===== config.mk =====
export PLATFORM = sky130hd
export DESIGN_NAME = rx_err_fifo
export DESIGN_NICKNAME = d
export VERILOG_FILES = /design/src/rtl/rxf_pkg.sv /design/src/rtl/rxf_store.sv /design/src/rtl/rxf_thresh.sv /design/src/rtl/rx_err_fifo.sv
export SDC_FILE = /design/constraint.sdc
export NUM_CORES = 1
export LEC_CHECK = 0
export ABC_CLOCK_PERIOD_IN_PS = 7200
export CORE_ASPECT_RATIO = 1.4
export CORE_MARGIN = 2
export CORE_UTILIZATION = 56
export CTS_BUF_LIST = sky130_fd_sc_hd__clkbuf_2
export DETAILED_ROUTE_END_ITERATION = 12
export DONT_BUFFER_PORTS = 1
export GPL_TIMING_DRIVEN = 0
export PLACE_DENSITY = 0.68
export SLEW_MARGIN = 20
export SYNTH_ARGS = -nofsm -noshare
export SYNTH_HDL_FRONTEND = slang
export SYNTH_SLANG_ARGS = --single-unit

===== constraint.sdc =====
create_clock -name clk -period 7.2 [get_ports clk]
set_clock_uncertainty 0.2 [all_clocks]
set_input_delay 1.08 -clock clk [delete_from_list [all_inputs] [get_ports clk]]
set_output_delay 1.08 -clock clk [all_outputs]
set_load 0.03 [all_outputs]

===== src/rtl/rxf_pkg.sv =====
package rxf_pkg;

    localparam int CHAR_W = 8;
    localparam int ERR_W  = 3;

    localparam int ERR_PARITY = 0;
    localparam int ERR_FRAME  = 1;
    localparam int ERR_BREAK  = 2;

    typedef enum logic [1:0] {
        TRIG_ONE     = 2'd0,
        TRIG_QUARTER = 2'd1,
        TRIG_HALF    = 2'd2,
        TRIG_NEAR    = 2'd3
    } trig_code_e;

    typedef struct packed {
        logic [ERR_W-1:0]  err;
        logic [CHAR_W-1:0] data;
    } rx_entry_t;

endpackage


===== src/rtl/rxf_store.sv =====
module rxf_store #(
    parameter int DEPTH = 16,
    parameter int W     = 11,
    localparam int AW   = $clog2(DEPTH)
) (
    input  logic          clk,
    input  logic          we,
    input  logic [AW-1:0] waddr,
    input  logic [W-1:0]  wdata,
    input  logic [AW-1:0] raddr,
    output logic [W-1:0]  rdata
);

    logic [W-1:0] mem_q [DEPTH];

    always_ff @(posedge clk) begin
        if (we) begin
            mem_q[waddr] <= wdata;
        end
    end

    assign rdata = mem_q[raddr];

endmodule


===== src/rtl/rxf_thresh.sv =====
module rxf_thresh #(
    parameter int DEPTH = 16,
    localparam int CNT_W = $clog2(DEPTH + 1)
) (
    input  logic [1:0]       trig_sel,
    output logic [CNT_W-1:0] level
);
    import rxf_pkg::*;

    always_comb begin
        case (trig_code_e'(trig_sel))
            TRIG_ONE:     level = CNT_W'(1);
            TRIG_QUARTER: level = CNT_W'(DEPTH / 4);
            TRIG_HALF:    level = CNT_W'(DEPTH / 2);
            default:      level = CNT_W'(DEPTH - 2);
        endcase
    end

endmodule


===== src/rtl/rx_err_fifo.sv =====
module rx_err_fifo #(
    parameter int DEPTH = 16,
    localparam int AW    = $clog2(DEPTH),
    localparam int CNT_W = $clog2(DEPTH + 1),
    localparam int DW    = rxf_pkg::CHAR_W,
    localparam int EW    = rxf_pkg::ERR_W
) (
    input  logic             clk,
    input  logic             rst_n,
    input  logic             wr_en,
    input  logic [DW-1:0]    wr_data,
    input  logic [EW-1:0]    wr_err,
    input  logic             rd_en,
    input  logic             clr,
    input  logic             lsr_rd,
    input  logic [1:0]       trig_sel,
    input  logic             irq_en,
    output logic [DW-1:0]    rd_data,
    output logic [EW-1:0]    head_err,
    output logic             empty,
    output logic [CNT_W-1:0] count,
    output logic             overrun,
    output logic             irq
);
    import rxf_pkg::*;

    localparam logic [CNT_W-1:0] FULL_CNT = CNT_W'(DEPTH);
    localparam logic [AW-1:0]    LAST_IDX = AW'(DEPTH - 1);

    typedef struct packed {
        logic [AW-1:0]    wp;
        logic [AW-1:0]    rp;
        logic [CNT_W-1:0] cnt;
        logic             ovr;
    } state_t;

    state_t st_d, st_q;

    logic             full_w;
    logic             rd_ok_w;
    logic             wr_ok_w;
    logic             drop_w;
    logic [CNT_W-1:0] level_w;
    rx_entry_t        wr_ent_w;
    rx_entry_t        head_w;

    function automatic logic [AW-1:0] bump(input logic [AW-1:0] p);
        return (p == LAST_IDX) ? '0 : p + AW'(1);
    endfunction

    always_comb begin
        st_d    = st_q;
        full_w  = (st_q.cnt == FULL_CNT);
        rd_ok_w = rd_en && (st_q.cnt != '0);
        wr_ok_w = wr_en && (!full_w || rd_ok_w);
        drop_w  = wr_en && full_w && !rd_ok_w;

        if (clr) begin
            st_d.wp  = '0;
            st_d.rp  = '0;
            st_d.cnt = '0;
        end else begin
            if (rd_ok_w) begin
                st_d.rp = bump(st_q.rp);
            end
            if (wr_ok_w) begin
                st_d.wp = bump(st_q.wp);
            end
            st_d.cnt = st_q.cnt + CNT_W'(wr_ok_w) - CNT_W'(rd_ok_w);
        end

        if (drop_w) begin
            st_d.ovr = 1'b1;
        end else if (lsr_rd) begin
            st_d.ovr = 1'b0;
        end
    end

    always_ff @(posedge clk) begin
        if (!rst_n) begin
            st_q <= '0;
        end else begin
            st_q <= st_d;
        end
    end

    assign wr_ent_w.data = wr_data;
    assign wr_ent_w.err  = wr_err;

    rxf_store #(
        .DEPTH (DEPTH),
        .W     ($bits(rx_entry_t))
    ) u_store (
        .clk   (clk),
        .we    (wr_ok_w && !clr),
        .waddr (st_q.wp),
        .wdata (wr_ent_w),
        .raddr (st_q.rp),
        .rdata (head_w)
    );

    rxf_thresh #(
        .DEPTH (DEPTH)
    ) u_thresh (
        .trig_sel (trig_sel),
        .level    (level_w)
    );

    assign empty    = (st_q.cnt == '0);
    assign count    = st_q.cnt;
    assign overrun  = st_q.ovr;
    assign irq      = irq_en && (st_q.cnt >= level_w);
    assign rd_data  = empty ? '0 : head_w.data;
    assign head_err = empty ? '0 : head_w.err;

endmodule


==> results_dict.tcl <==
set metrics [dict create \
    p_per_area_nw_per_um2 261 \
    cts.reportedPaths.clkPinSlew_ps 260 \
    total_power_mw 2.23 \
    die-area_sq_um 15200 \
    register_area_sq_um 5650 \
    post_dp_cell_area_sq_um 8290 \
    grt_pass1_wl_um 23100 \
    ctsHoldBuffers 0 \
    cts-buffers-inserted 17 \
    nNetsFinal 483 \
    start_util_pct 57.3 \
    cp_max_fo 10 \
    multi_input_area_sq_um 2110 \
    gp_congestion 0.757 \
    setup_viol 0 \
    synth_edf_count 176 \
    worstSetupPathType "flip-flop to primary output" \
    place_hpwl_um 10300 \
    grt_setup_unrepaired "no" \
    vdd_ir_drop_max_mv 0.184 \
    tightest_slew_ps 1130 \
    grt_overflow_total 0 \
    synthTopCellsByCount "176 x edfxtp_1, 35 x mux4_2, 23 x a211oi_1, 21 x nor2_1, 18 x dfxtp_1" \
    status "completed" \
    ios 39 \
    synth_nets 460 \
    fin_area_sq_um 8530 \
    routed_wl_um 15200 \
    yosys_warnings 0 \
    ys_ff_latch 194 \
    leakagePower_nw 2.68 \
    drtPass1Iterations 4 \
    avgSynthCellArea_sq_um 18.8 \
    io_buffer_count 0 \
    crit_required_ps 5920 \
    drive_gt1_share_pct 24.4 \
    cap_violations 0 \
    cts_resized 0 \
    tns_ps 0 \
    die_w_um 105 \
    grtUsageTotal_pct 21.1 \
    rows 51 \
    relSlewSlack_pct 24.3 \
    clkSinkCount 194 \
    ys_types 40 \
    fin_crit_ps 4350 \
    postCtsSetupBuffers 0 \
    vias 3844 \
    async_reset_ff_share_pct 0 \
    yosysTopAreaCell "edfxtp_1" \
    antenna_left 0 \
    grt_max_degree 17 \
    clk_latency_ps 730 \
    grt_pass1_vias 4169 \
    vias_per_cell 5.96 \
    syn-instance-count 424 \
    cp-end-kind "primary output" \
    dp_cells 613 \
    syn_to_final_growth_pct 7.00 \
    cp-start-kind "flip-flop" \
    cts_buffer_depth 2 \
    drc 0 \
    routedWlPerCell_um 23.6 \
    fin_util_pct 61.3 \
    drtIter0Drc 236 \
    setup_slack_ps 2850 \
    hold_viol 0 \
    place_worst_setup_slack_ps 3600 \
    fillerInstances 1055 \
    synthTopCellsByArea "edfxtp_1 66%, mux4_2 9.9%, dfxtp_1 4.5%" \
    seq_area_frac_synth_pct 70.8 \
    cp.arrival_ps 3070 \
    hold_path_class "input pin to flip-flop" \
    die_height_um 145 \
    stdcell_count 645 \
    synth_top_area_share_pct 66.3 \
    max_freq_ghz 0.230 \
    antenna_found_initial 1 \
    cts_max_level 4 \
    slew_violations 0 \
    synthFlopType "edfxtp_1" \
    syn_area_sq_um 7970 \
    cts_tree "yes" \
    hold_ws_ps 214 \
    synth.most_common_cell "edfxtp_1" \
    clockRootBuffer "clkbuf_2" \
    core_region_area_sq_um 13900 \
    period_share_pct 60.4 \
]
## final cells by class
class	count	share of cell area, %
sequential	194	66.2
multi-input combinational	188	24.8
tap	185	2.71
buffer	25	2.60
clock inverter	13	1.34
clock buffer	18	1.06
inverter	17	0.748
timing repair buffer	4	0.528
antenna	1	0.0293
## routing by layer
layer	global-route usage, %	up-vias	share of wire [%]
met2	38.1	97	56
met4	7.00	0	1.6
met1	24.2	1998	39
li1	-	1732	-
met5	0	-	0
met3	5.44	17	4.1
## final timing paths
check | start | to | slack, ps | cells after the start
worst max-delay path | flip-flop | rd_data[3] | 2850 | 6
worst min-delay path | wr_err[1] | u_store.mem_q[1][9]$_DFFE_PP_ | 210 | 0
worst max register to register | count[2]$_SDFF_PP0_ | count[4]$_SDFF_PP0_ | 3960 | 13
worst min register to register | st_q[6]$_SDFFE_PP0N_ | flip-flop | 350 | 2
## placed cells by master, fill, tap and decap left out, types with 3 or more instances in the layout
master | synthesis | layout
nor3_2 | 0 | 4
clkbuf_2 | 0 | 18
buf_4 | 12 | 12
clkinv_4 | 0 | 3
clkbuf_1 | 3 | 3
nor2_2 | 0 | 12
a211oi_1 | 23 | 18
mux4_2 | 35 | 35
nand3_1 | 3 | 3
a21oi_1 | 8 | 8
clkinvlp_4 | 0 | 3
a211oi_2 | 0 | 5
nor2_1 | 21 | 9
o21ai_0 | 4 | 4
inv_1 | 17 | 17
ha_1 | 15 | 15
nor2b_1 | 12 | 12
buf_6 | 4 | 8
mux4_1 | 9 | 9
dfxtp_1 | 18 | 18
nand2_1 | 12 | 12
mux2i_1 | 13 | 13
nand2b_1 | 6 | 6
xor2_1 | 3 | 3
edfxtp_1 | 176 | 176
## report_power, final
part           total (mW)  switching (mW)  internal [mW]  leakage, nW
sequential           1.27          0.0227           1.25         1.73
combinational       0.488           0.319          0.169        0.823
clock               0.472           0.348          0.124        0.122
## worst max-delay path: stages, from the launching register on
cell	delay, ps
dfxtp_1	380
buf_6	160
buf_4	270
buf_4	270
mux4_2	210
mux2i_1	90
a211oi_1	950
## flip-flops by register name, indices dropped and copies added, names as in the netlist, named ones only
| name | cells |
|---|---|
| st_q | 8 |
| overrun | 1 |
| u_store.mem_q | 176 |
| count | 5 |
## kinds of logic (layout without fill, tap and decap cells)
family                   Yosys count  count (layout)  share of synthesized area, %
other                              0               1                             0
adder cells (fa/ha/maj)           16              16                          2.61
AO/OA/AOI/OAI                     44              44                          3.80
flip-flops                       194             194                          70.8
multiplexers                      57              57                          14.5
XOR/XNOR                           5               5                         0.550
buffers and inverters             42              77                          3.58
AND/OR/NAND/NOR                   66              66                          4.13
Note: power is estimated with default switching activity, not from simulation.
